## src/rtl/intc_pkg.sv

```systemverilog
package intc_pkg;
  localparam int DATA_W = 32;
  localparam int ADDR_W = 6;

  typedef enum logic [3:0] {
    RK_GLOB  = 4'h0,
    RK_IPEND = 4'h1,
    RK_FPEND = 4'h2,
    RK_SEL   = 4'h3,
    RK_EN    = 4'h4,
    RK_MASK  = 4'h5,
    RK_RESP  = 4'h6,
    RK_FORCE = 4'h7,
    RK_PRIO  = 4'h8
  } reg_kind_e;

  localparam logic [1:0] GW_VEC  = 2'd0;
  localparam logic [1:0] GW_BASE = 2'd1;
  localparam logic [1:0] GW_PROT = 2'd2;
  localparam logic [1:0] GW_NMI  = 2'd3;
endpackage

```

## src/rtl/intc_group.sv

```systemverilog
module intc_group
  import intc_pkg::*;
#(
  parameter int W = DATA_W
) (
  input  logic         clk_i,
  input  logic         rst_ni,
  input  logic [W-1:0] src_i,
  input  logic         we_i,
  input  reg_kind_e    kind_i,
  input  logic [W-1:0] wdata_i,
  output logic [W-1:0] pend_o,
  output logic [W-1:0] sel_o,
  output logic [W-1:0] en_o,
  output logic [W-1:0] mask_o,
  output logic [W-1:0] force_o,
  output logic [W-1:0] resp_o,
  output logic [W-1:0] prio_o
);
  logic [W-1:0] pend_q, clr;

  assign clr = (we_i && (kind_i == RK_IPEND || kind_i == RK_FPEND)) ? wdata_i : '0;

  always_ff @(posedge clk_i or negedge rst_ni) begin
    if (!rst_ni) begin
      pend_q  <= '0;
      sel_o   <= '0;
      en_o    <= '0;
      mask_o  <= '1;
      force_o <= '0;
      resp_o  <= '0;
      prio_o  <= '0;
    end else begin
      // cleared bits stay 0 for one cycle, then re-latch from level/force
      pend_q <= (pend_q | src_i | force_o) & ~clr;
      if (we_i) begin
        unique case (kind_i)
          RK_SEL:   sel_o   <= wdata_i;
          RK_EN:    en_o    <= wdata_i;
          RK_MASK:  mask_o  <= wdata_i;
          RK_FORCE: force_o <= wdata_i;
          RK_RESP:  resp_o  <= wdata_i;
          RK_PRIO:  prio_o  <= wdata_i;
          default: ;
        endcase
      end
    end
  end

  assign pend_o = pend_q;


  level_latch_chk: assert property (@(posedge clk_i) disable iff (!rst_ni)
    1'b1 |=> ((pend_q & $past(src_i & ~clr)) == $past(src_i & ~clr)));


  w1c_clear_chk: assert property (@(posedge clk_i) disable iff (!rst_ni)
    (clr != '0) |=> ((pend_q & $past(clr)) == '0));
endmodule

```

## src/rtl/intc_first_one.sv

```systemverilog
module intc_first_one #(
  parameter int W     = 96,
  localparam int IDX_W = $clog2(W)
) (
  input  logic [W-1:0]     vec_i,
  output logic             found_o,
  output logic [IDX_W-1:0] idx_o
);
  always_comb begin
    found_o = 1'b0;
    idx_o   = '0;
    for (int i = W - 1; i >= 0; i--) begin
      if (vec_i[i]) begin
        found_o = 1'b1;
        idx_o   = IDX_W'(i);
      end
    end
  end
endmodule

```

## src/rtl/lvl_irq_ctrl.sv

```systemverilog
module lvl_irq_ctrl
  import intc_pkg::*;
#(
  parameter int NUM_GRP = 3,
  localparam int NUM_SRC = NUM_GRP * DATA_W,
  localparam int IDX_W   = $clog2(NUM_SRC)
) (
  input  logic               clk_i,
  input  logic               rst_ni,
  input  logic [NUM_SRC-1:0] src_i,
  input  logic               rd_i,
  input  logic               wr_i,
  input  logic [ADDR_W-1:0]  addr_i,
  input  logic [DATA_W-1:0]  wdata_i,
  input  logic               priv_i,
  output logic [DATA_W-1:0]  rdata_o,
  output logic               irq_o,
  output logic               fiq_o
);
  logic [NUM_GRP-1:0][DATA_W-1:0] pend_g, sel_g, en_g, mask_g, force_g, resp_g, prio_g;
  logic [NUM_SRC-1:0] pend_a, sel_a, en_a, mask_a, irq_act, fiq_act;
  logic [DATA_W-1:0] base_q, nmi_q, vec_w;
  logic              prot_q, acc_ok, grp_ok, vec_found;
  logic [IDX_W-1:0]  vec_idx;
  logic [1:0]        grp;
  reg_kind_e         kind;
  logic              kind_ok;

  assign grp     = addr_i[1:0];
  assign kind    = reg_kind_e'(addr_i[5:2]);
  assign kind_ok = (addr_i[5:2] >= 4'h1) && (addr_i[5:2] <= 4'h8);
  assign grp_ok  = int'(grp) < NUM_GRP;
  assign acc_ok  = !prot_q || priv_i;

  for (genvar g = 0; g < NUM_GRP; g++) begin : g_grp
    intc_group #(.W(DATA_W)) i_grp (
      .clk_i   (clk_i),
      .rst_ni  (rst_ni),
      .src_i   (src_i[g*DATA_W +: DATA_W]),
      .we_i    (wr_i && acc_ok && kind_ok && (int'(grp) == g)),
      .kind_i  (kind),
      .wdata_i (wdata_i),
      .pend_o  (pend_g[g]),
      .sel_o   (sel_g[g]),
      .en_o    (en_g[g]),
      .mask_o  (mask_g[g]),
      .force_o (force_g[g]),
      .resp_o  (resp_g[g]),
      .prio_o  (prio_g[g])
    );
    assign pend_a[g*DATA_W +: DATA_W] = pend_g[g];
    assign sel_a[g*DATA_W +: DATA_W]  = sel_g[g];
    assign en_a[g*DATA_W +: DATA_W]   = en_g[g];
    assign mask_a[g*DATA_W +: DATA_W] = mask_g[g];
  end

  assign irq_act = pend_a & en_a & ~mask_a & ~sel_a;
  assign fiq_act = pend_a & en_a & ~mask_a & sel_a;
  assign irq_o   = |irq_act;
  assign fiq_o   = |fiq_act;

  intc_first_one #(.W(NUM_SRC)) i_first (
    .vec_i   (irq_act),
    .found_o (vec_found),
    .idx_o   (vec_idx)
  );
  assign vec_w = vec_found ? (DATA_W'(vec_idx) << 2) : '0;

  always_ff @(posedge clk_i or negedge rst_ni) begin
    if (!rst_ni) begin
      base_q <= '0;
      nmi_q  <= '0;
      prot_q <= 1'b0;
    end else if (wr_i && acc_ok && addr_i[5:2] == 4'h0) begin
      unique case (grp)
        GW_BASE: base_q <= wdata_i;
        GW_PROT: prot_q <= wdata_i[0];
        GW_NMI:  nmi_q  <= wdata_i;
        default: ;
      endcase
    end
  end

  always_comb begin
    rdata_o = '0;
    if (rd_i && acc_ok) begin
      if (addr_i[5:2] == 4'h0) begin
        unique case (grp)
          GW_VEC:  rdata_o = vec_w;
          GW_BASE: rdata_o = base_q;
          GW_PROT: rdata_o = {{(DATA_W-1){1'b0}}, prot_q};
          default: rdata_o = nmi_q;
        endcase
      end else if (kind_ok && grp_ok) begin
        unique case (kind)
          RK_IPEND: rdata_o = pend_g[grp] & ~sel_g[grp];
          RK_FPEND: rdata_o = pend_g[grp] & sel_g[grp];
          RK_SEL:   rdata_o = sel_g[grp];
          RK_EN:    rdata_o = en_g[grp];
          RK_MASK:  rdata_o = mask_g[grp];
          RK_RESP:  rdata_o = resp_g[grp];
          RK_FORCE: rdata_o = force_g[grp];
          RK_PRIO:  rdata_o = prio_g[grp];
          default:  rdata_o = '0;
        endcase
      end
    end
  end


  gate_off_chk: assert property (@(posedge clk_i) disable iff (!rst_ni)
    ((en_a & ~mask_a) == '0) |-> (!irq_o && !fiq_o));


  vec_idle_chk: assert property (@(posedge clk_i) disable iff (!rst_ni)
    !irq_o |-> (vec_w == '0));


  vec_hit_chk: assert property (@(posedge clk_i) disable iff (!rst_ni)
    irq_o |-> irq_act[vec_idx]);


  prot_rd_chk: assert property (@(posedge clk_i) disable iff (!rst_ni)
    (rd_i && prot_q && !priv_i) |-> (rdata_o == '0));


  prot_wr_chk: assert property (@(posedge clk_i) disable iff (!rst_ni)
    (wr_i && prot_q && !priv_i) |=> (base_q == $past(base_q) && prot_q));
endmodule

```

## config.mk

```make
export PLATFORM = sky130hd
export DESIGN_NAME = lvl_irq_ctrl
export DESIGN_NICKNAME = d
export VERILOG_FILES = /design/src/rtl/intc_pkg.sv /design/src/rtl/intc_group.sv /design/src/rtl/intc_first_one.sv /design/src/rtl/lvl_irq_ctrl.sv
export SDC_FILE = /design/constraint.sdc
export NUM_CORES = 1
export LEC_CHECK = 0
export ABC_AREA = 1
export BUFFER_PORTS_ARGS = -buffer_cell sky130_fd_sc_hd__clkbuf_2
export CORE_ASPECT_RATIO = 1.75
export CORE_MARGIN = 10
export CORE_UTILIZATION = 26
export DETAILED_ROUTE_END_ITERATION = 10
export HOLD_SLACK_MARGIN = 0.12
export REMOVE_ABC_BUFFERS = 1
export SLEW_MARGIN = 10
export SYNTH_ARGS = -nofsm -noshare
export SYNTH_HDL_FRONTEND = slang
export SYNTH_SLANG_ARGS = --single-unit
```

## constraint.sdc

```tcl
create_clock -name clk_i -period 6.4 [get_ports clk_i]
set_clock_uncertainty 0.15 [all_clocks]
set_input_delay 0.32 -clock clk_i [delete_from_list [all_inputs] [get_ports clk_i]]
set_output_delay 0.32 -clock clk_i [all_outputs]
set_load 0.01 [all_outputs]
```

Word-level counts from Yosys, hierarchy flattened
Cells that the tools add are included.
- register bits after elaboration: 737
- input bits: 139
- $lt $le $gt $ge: 4
- equality and inequality tests: 13
- multiplexer cells: 215
- bitwise logic cells: 21
- reductions and logical operators: 41
- operators by type and width (kind ; number):
    7-bit two-way mux ; 96
    32-bit binary-select mux with 2-bit select ; 7
    32-bit two-way mux ; 13
    96-bit bitwise AND ; 4
    32-bit case mux with 8 select lines ; 1
    96-bit NOT ; 2
    32-bit OR ; 6
    96-bit OR reduction ; 2
    32-bit bitwise AND ; 5
    32-bit NOT ; 4
    1-bit two-way mux ; 96
    32-bit case mux with 3 select lines ; 1
    2-bit AND reduction ; 21
    4-bit by 3-bit == test with 1-bit output, second input constant ; 4
    1-bit logical AND ; 12
    9-bit two-way mux ; 1
    2-bit == test, second input constant ; 4
    4-bit by 2-bit == test with 1-bit output, second input constant ; 2
    4-bit by 1-bit == test with 1-bit output, second input constant ; 1
    4-bit == test, second input constant ; 1
    4-bit by 1-bit greater-or-equal comparator with 1-bit output, second input constant ; 1
    4-bit <= comparator, second input constant ; 1
    2-bit zero test ; 2
    4-bit zero test ; 1
    5 further kinds ; 6

Logic depth before layout (Yosys ltp)
Gate-level depths: netlist of the first run.
- word-level depth: 103
- depth in mapped cells: 101
- depth with buffers taken out: 101

By module
Synthesis of the first run repeated with hierarchy kept, for this count alone.
- cell total of the unflattened synthesis: 6216
- area, all modules: 42086.6 sq um
- modules (own cells, without submodules) (module ; instances ; cells each ; area an instance (sq um) ; seq. area each (sq um)):
    intc_group ; 3 ; 1036 ; 9059.9 ; 5645.4
    lvl_irq_ctrl ; 1 ; 2759 ; 13504.2 ; 1626.6
    intc_first_one ; 1 ; 349 ; 1402.6 ; 0.0

Worst setup path before layout of the first run
OpenSTA, ideal clock, no wires.
- kind: register -> output
- start point: reg g_grp[2].i_grp.mask_o[27]
- end point: out rdata_o[2]
- arrival: 4.905 ns
- required time: 5.930 ns
- path slack: 1.025 ns
- stages on the path, launching flop included: 100
- path buffers: 0
- cell sequence: dfstp_2 > inv_1 > nand3_1 > nor2_1 > bufinv_8 > nand2_1 > nand2_1 > nand2_1 > nand2_1 > nand2_1 > nand2_1 > nand2_1 > nand2_1 > nand2_1 > nand2_1 > nand2_1 > nand2_1 > nand2_1 > [... 64 more ...] > nand2_1 > nand2_1 > nand2_1 > nand2_1 > nand2_1 > nand2_1 > nand2_1 > nand2_1 > nand2_1 > nand2_1 > nand2_1 > nand2_1 > nand2_1 > nand2_1 > nand2_1 > nand2_1 > nand2_1 > a21oi_2
- longest elaborated chain between the ends: 99
- RTL lines (element ; line ; source):
    start, declared ; intc_group.sv:15 ; output logic [W-1:0] mask_o,
    start signal, assigned ; intc_group.sv:40 ; RK_MASK: mask_o <= wdata_i;
    96-bit NOT (*) ; lvl_irq_ctrl.sv:57 ; assign irq_act = pend_a & en_a & ~mask_a & ~sel_a;
    96-bit bitwise AND (*) (2 in series) ; lvl_irq_ctrl.sv:57 ;
    7-bit two-way mux / 1-bit two-way mux (equally long branches) (92 in series) ; intc_first_one.sv:13 ; if (vec_i[i]) begin
    9-bit two-way mux (*) ; lvl_irq_ctrl.sv:67 ; assign vec_w = vec_found ? (DATA_W'(vec_idx) << 2) : '0;
    32-bit case mux with 3 select lines (*) ; lvl_irq_ctrl.sv:88 ; unique case (grp)
    32-bit two-way mux (*) ; lvl_irq_ctrl.sv:87 ; if (addr_i[5:2] == 4'h0) begin
    32-bit two-way mux (*) ; lvl_irq_ctrl.sv:86 ; if (rd_i && acc_ok) begin
    end, declared ; lvl_irq_ctrl.sv:16 ; output logic [DATA_W-1:0] rdata_o,
Mark *: on every way between the ends. The rest lies on a longest branch, timed or not.

Final worst setup path of the first run
Same ends and word-level chain as after synthesis.

==> impl_metrics.yaml, run 1 <==
setup_path:
  endpoint_kind_of_the_worst_setup_timing_path: "output pin"
  cp_data_required_time_ns: 5.93
  critical_path.max_stage_delay_ns: 0.54
  crit-reg2reg-capture: "g_grp[2].i_grp.force_o[4]$_DFFE_PN0P_"
  r2r.worst_path.cells: 9
  worst_path_maximum_fanout: 2
  crit_path_start_kind: "flop"
  r2r_start: "prot_q$_DFFE_PN0P_"
  reg2reg_slack_ns: 2.74
  cp_data_arrival_time_ns: 6.90
  timing.critical_path.mode_cell: "nand2_1"
  cp_slowest_cell: "dfstp_2"
  path_delay_family: "simple AND/OR/NAND/NOR gates"
  timing_worst_setup_path_type: "flop to output pin"
  worstPathBufferInverterCount: 3
sta:
  setup_total_negative_slack_ns: -0.967
  finalSetupViolCount: 1
  unrepaired_setup_endpoints_after_global_routing: "true"
  whs_ns: 0.151
  final_min_period_over_clock_period_pct: 115
  min_period_ns: 7.37
  max-slew-margin-rel_pct: 20.5
  final-max-slew-violation-count: 0
  final.setup.worst_slack_ns: -0.967
  maxClockFrequency_ghz: 0.136
  worst_pin_slew_ns: 1.19
  hold_viol: 0
final_layout:
  fill_cells: 14600
  finalNonFillerCells: 6479
  multiInputGateArea_um2: 14800
  finalNetCount: 4735
  ff_latch_area_um2: 18600
  final_layout_size_suffix_gt1_share_pct: 13.0
  layout.core_utilization_pct: 31.3
  area.growth.synth_to_final_pct: 19.7
drt:
  detail-route-antenna-nets: 0
  route.top_layer_used: "met5"
  wirelength_met1_um: 56800
  dr_wl_met3_um: 9050
  wl_met2_um: 72200
  vias_per_cell: 5.16
  drt-total-wl_um: 146000
  routed-via-count: 33500
  drcViolationCount: 0
  routed_wire_per_std_cell_um: 22.6
  detailedRoute.firstPassIterationCount: 8
  drt_iter0_drc: 3177
placement:
  dpl.cell_count: 6209
  finalWeightedCongestion: 0.914
  io_buffer_count: 172
  dp.final_hpwl_um: 96000
logic_synthesis:
  syn_area_per_cell_um2: 8.19
  postSynthRegisterBits: 737
  ys_types: 42
  yosys_most_used_dff: "dfrtp_1"
  syn-instance-count: 4385
  async_flop_share_pct: 100
  ys_warns: 0
  netlist_area_um2: 35900
  synth_seq_area_share_pct: 51.7
  synth-edff-count: 0
global_route:
  antenna_found_initial: 3
  gr-usage-all-layers_pct: 18.6
  grt_first_pass_wirelength_um: 217000
  grt_start_max_net_pins: 173
  globalRoute.totalOverflow: 0
  via_count_of_the_first_global_routing_pass: 33200
die:
  core-area_um2: 137000
  num_io_pins: 173
  floorplan.initialDensity_pct: 26.1
  dieHeight_um: 512
  die_x_um: 301
  row_count: 180
  die_area_um2: 154000
power:
  worst_ir_drop_vdd_v: 0.000190
  power.leakage_nw: 19.0
  total_power_mw: 11.6
  pwr_density_cell_nw_per_um2: 271
worst_hold_path:
  holdCritPathClass: "primary input to flop"
  whs_endpoint: "prot_q$_DFFE_PN0P_"
  holdPathStages: 4
  min_from: "wr_i"
clocking:
  cts-root-buf: "clkbuf_16"
  cts_tree: "built"
  cts_num_sinks: 737
  worstSkewPairLatency_ns: 0.66
  cts_made_buffers: 73
  clk_path_buf_depth: 3
  clk_pin_slew_worst_paths_ns: 0.06
  ctsHtreeMaxLevel: 3
job:
  max_cap_viol_count: 0
run_status:
  failed_checks: "setup timing"
  run_status: "complete, but fails checks"
logic make-up (layout without fill, tap and decap cells):
family / Yosys count / count (layout) / share of synthesized area [%]
flip-flops: 737 / 737 / 51.7
XOR/XNOR: 32 / 32 / 0.781
AND/OR/NAND/NOR: 1738 / 1738 / 20.6
buffers and inverters: 674 / 944 / 7.58
AO/OA/AOI/OAI: 1204 / 1204 / 19.3
other: 0 / 4 / 0
state kept, by name (all words and copies together), names as in the netlist, 32 cells and up:
signal	flops
nmi_q	32
g_grp.i_grp.mask_o	96
g_grp.i_grp.en_o	96
g_grp.i_grp.pend_o	96
g_grp.i_grp.prio_o	96
g_grp.i_grp.resp_o	96
base_q	32
g_grp.i_grp.force_o	96
g_grp.i_grp.sel_o	96
cell usage after synthesis, types with 45 or more instances:
master / instances / area [µm²]
clkbuf_1: 286 / 1070
nor2_1: 140 / 526
nand2_1: 1185 / 4450
dfrtp_1: 641 / 16000
dfstp_2: 96 / 2520
a21oi_1: 159 / 796
nand4_1: 102 / 638
a22o_1: 46 / 403
o21ai_0: 345 / 1730
o21ai_1: 385 / 1930
nor4_1: 45 / 282
nor3_1: 114 / 571
inv_1: 340 / 1280
nand3_1: 129 / 646
a22oi_1: 149 / 1120
worst min-delay path, stage by stage:
cell      delay, ns
clkbuf_2       0.08
o21ai_0        0.16
nor2_1         0.16
a31oi_1        0.18
per-layer routing:
layer  up-vias  GRT usage (%)
met5         -              0
met4         2           10.1
met3       384           2.69
met2      1409           31.9
met1     16400           22.0
li1      15300              -
through the flow:
stage | area [µm²] | setup WS, ns
final | 43000 | -0.967
after detailed placement | 39200 | -0.388
after global placement | 39200 | -0.581
after floorplan | 34800 | -5.30
after global routing | 43000 | -1.90
after CTS | 43000 | -0.981
where the power goes:
group          switching (mW)  internal (mW)  leakage (nW)
registers               0.266           5.06          9.25
clock network            1.95           2.63          1.21
logic                    1.13          0.611          8.52
how the worst max path moves through the flow:
stage,startpoint,to,slack (ns),cells past startpoint
after floorplan,addr_i[0],g_grp[1].i_grp.pend_o[0]$_DFF_PN0_,-5.30,5
after global placement,g_grp[2].i_grp.mask_o[27]$_DFFE_PN1P_,rdata_o[2],-0.58,100
after detailed placement,g_grp[2].i_grp.mask_o[27]$_DFFE_PN1P_,rdata_o[2],-0.39,100
after CTS,g_grp[2].i_grp.mask_o[27]$_DFFE_PN1P_,rdata_o[2],-0.98,100
after global routing,g_grp[2].i_grp.pend_o[30]$_DFF_PN0_,rdata_o[2],-1.90,102
final,g_grp[2].i_grp.mask_o[27]$_DFFE_PN1P_,rdata_o[2],-0.97,100
cell type report:
type | instances | share of cell area, %
well taps | 1820 | 5.30
multi-input cells | 2974 | 34.5
diodes | 4 | 0.0233
flip-flops and latches | 737 | 43.2
clock buffers | 120 | 5.28
inverters | 370 | 3.68
clock inverters | 14 | 0.477
repair buffers | 440 | 7.61
cell usage in the layout, fill, tap and decap left out, types with 7 or more instances in the layout:
cell,count
dfstp_2,96
nor2_1,131
nand4_1,102
bufinv_8,14
nand2_4,7
nand2_1,1158
o21ai_1,385
a221oi_1,10
a22o_1,46
inv_2,17
o211ai_1,8
clkbuf_1,25
nor3_1,109
o21ai_0,345
inv_1,339
a31oi_1,11
o22ai_1,25
a221o_1,24
buf_4,134
a22oi_1,149
dlygate4sd3_1,130
dfrtp_1,641
clkbuf_16,77
xor2_1,32
nor4_1,45
nand2_2,21
clkbuf_8,18
nor2_4,8
nand3b_1,8
o221ai_1,30
a21oi_1,159
clkbuf_2,170
nand3_1,127
repair_timing:
action	CTS	global route
pin swaps	0	3
hold buffers	130	0
endpoints found under the hold margin	203	0
setup endpoints to repair	1	1
setup buffers	0	2
resized for setup	8	5
Note: power is estimated with default switching activity, not from simulation.
==> inputs of run 2 (changes only) <==
- SETUP_SLACK_MARGIN: unset -> 0.15
==> run 2 against run 1 <==
The run still ends with setup timing left. Design area about the same. Final cell count unchanged. Total power about the same. Non-clock buffer count unchanged. Clock power about the same. Critical path depth unchanged.
==> impl_metrics.yaml, run 2 (same netlist as run 1, synthesis figures left out) <==
placement:
  io_buffer_count: 172
  post-place-ws_ns: -0.388
  dp.final_hpwl_um: 96000
  finalWeightedCongestion: 0.914
sta:
  worst_pin_slew_ns: 1.19
  hold_viol: 0
  final-max-slew-violation-count: 0
  finalSetupViolCount: 1
  min_period_ns: 7.37
  max-slew-margin-rel_pct: 20.7
  setup_total_negative_slack_ns: -0.966
  final.setup.worst_slack_ns: -0.966
  maxClockFrequency_ghz: 0.136
  unrepaired_setup_endpoints_after_global_routing: "true"
  final_min_period_over_clock_period_pct: 115
worst_hold_path:
  whs_endpoint: "prot_q$_DFFE_PN0P_"
  holdCritPathClass: "primary input to flop"
  min_from: "wr_i"
  holdPathStages: 4
setup_path:
  timing_worst_setup_path_type: "flop to output pin"
  critical_path.max_stage_delay_ns: 0.54
  cp_data_required_time_ns: 5.93
  worst_path_maximum_fanout: 2
  r2r_start: "prot_q$_DFFE_PN0P_"
  endpoint_kind_of_the_worst_setup_timing_path: "output pin"
  r2r.worst_path.cells: 9
  cp_slowest_cell: "dfstp_2"
  crit-reg2reg-capture: "g_grp[2].i_grp.force_o[4]$_DFFE_PN0P_"
  worstPathBufferInverterCount: 3
  cp_data_arrival_time_ns: 6.90
  reg2reg_slack_ns: 2.75
  crit_path_start_kind: "flop"
  timing.critical_path.mode_cell: "nand2_1"
  path_delay_family: "simple AND/OR/NAND/NOR gates"
power:
  power.leakage_nw: 19.0
  worst_ir_drop_vdd_v: 0.000190
  pwr_density_cell_nw_per_um2: 271
global_route:
  antenna_found_initial: 3
  via_count_of_the_first_global_routing_pass: 33200
  grt_start_max_net_pins: 173
  globalRoute.totalOverflow: 0
  grt_first_pass_wirelength_um: 217000
  gr-usage-all-layers_pct: 18.6
clocking:
  cts_num_sinks: 737
  ctsHtreeMaxLevel: 3
  clk_path_buf_depth: 3
  clk_pin_slew_worst_paths_ns: 0.06
  cts_made_buffers: 73
  worstSkewPairLatency_ns: 0.66
  cts_tree: "built"
  cts-root-buf: "clkbuf_16"
drt:
  vias_per_cell: 5.16
  drt-total-wl_um: 146000
  wirelength_met1_um: 56800
  routed_wire_per_std_cell_um: 22.6
  drt_iter0_drc: 3175
  dr_wl_met3_um: 9000
  route.top_layer_used: "met5"
  wl_met2_um: 72300
  detail-route-antenna-nets: 0
  drcViolationCount: 0
  routed-via-count: 33500
  detailedRoute.firstPassIterationCount: 7
final_layout:
  multiInputGateArea_um2: 14800
  ff_latch_area_um2: 18600
  final_layout_size_suffix_gt1_share_pct: 13.0
  finalNetCount: 4735
  layout.cells.most_common: "nand2_1"
  fill_cells: 14600
  area.growth.synth_to_final_pct: 19.8
  final_cell_mix: "nand2_1, dfrtp_1, o21ai_1"
die:
  die_area_um2: 154000
  floorplan.initialDensity_pct: 26.1
  row_count: 180
  num_io_pins: 173
  die_x_um: 301
  dieHeight_um: 512
  core-area_um2: 137000
run_status:
  run_status: "complete, but fails checks"
  failed_checks: "setup timing"
job:
  max_cap_viol_count: 0
==> run 2: cell counts in the layout (fill, tap and decap cells not counted) <==
Identical to the previous run, type by type.
==> run 2: stage by stage <==
stage	area [µm²]	hold slack (ns)	utilization [%]	std cells	power, mW
2_1_floorplan	34800	-0.126	-	4081	6.33
3_3_place_gp	39200	0.304	28.5	6209	7.04
3_5_place_dp	39200	0.309	28.5	6209	7.08
4_1_cts	43000	0.142	31.3	6473	11.7
5_1_grt	43000	0.214	31.3	6477	12.1
6_report	43000	0.151	31.3	6479	11.6
==> run 2: area by class of cell <==
cell class | instances | share of cell area (%)
repair buffers | 440 | 7.61
well taps | 1820 | 5.30
diodes | 4 | 0.0233
multi-input cells | 2974 | 34.5
clock inverters | 14 | 0.477
clock buffers | 120 | 5.28
flip-flops and latches | 737 | 43.2
inverters | 370 | 3.68
==> run 2: timing repair <==
action | in CTS | in global routing
pin swaps | 0 | 3
buffers inserted | 0 | 2
endpoints found under the setup margin | 1 | 2
hold buffers | 130 | 0
hold endpoints to repair | 203 | 0
resized for setup | 8 | 6
==> run 2: how the worst max path moves through the flow <==
stage	slack, ns	from	to	cells after the start
after floorplan	-5.30	addr_i[0]	g_grp[1].i_grp.pend_o[0]$_DFF_PN0_	5
after detailed placement	-0.39	g_grp[2].i_grp.mask_o[27]$_DFFE_PN1P_	rdata_o[2]	100
final	-0.97	g_grp[2].i_grp.mask_o[27]$_DFFE_PN1P_	rdata_o[2]	100
after global routing	-1.90	g_grp[2].i_grp.pend_o[30]$_DFF_PN0_	rdata_o[2]	102
after CTS	-0.98	g_grp[2].i_grp.mask_o[27]$_DFFE_PN1P_	rdata_o[2]	100
after global placement	-0.58	g_grp[2].i_grp.mask_o[27]$_DFFE_PN1P_	rdata_o[2]	100
==> run 2: report_power, final <==
part	total, mW	internal (mW)	switching [mW]
Sequential	5.33	5.06	0.266
Clock	4.57	2.63	1.95
Combinational	1.75	0.612	1.13
==> run 2: routing by layer <==
| metal | track usage [%] | vias up |
|---|---|---|
| li1 | - | 15300 |
| met1 | 22.0 | 16400 |
| met2 | 31.9 | 1403 |
| met3 | 2.69 | 395 |
| met4 | 10.1 | 2 |
| met5 | 0 | - |
==> run 2: worst register-to-register path, stage by stage (launching register included) <==
cell	delay, ns
dfrtp_1	0.44
inv_1	0.09
o21ai_0	0.16
nor2_1	0.33
inv_2	0.18
nor2_1	0.56
nand2_2	0.87
buf_4	0.55
nand2_1	0.10
o21ai_0	0.07
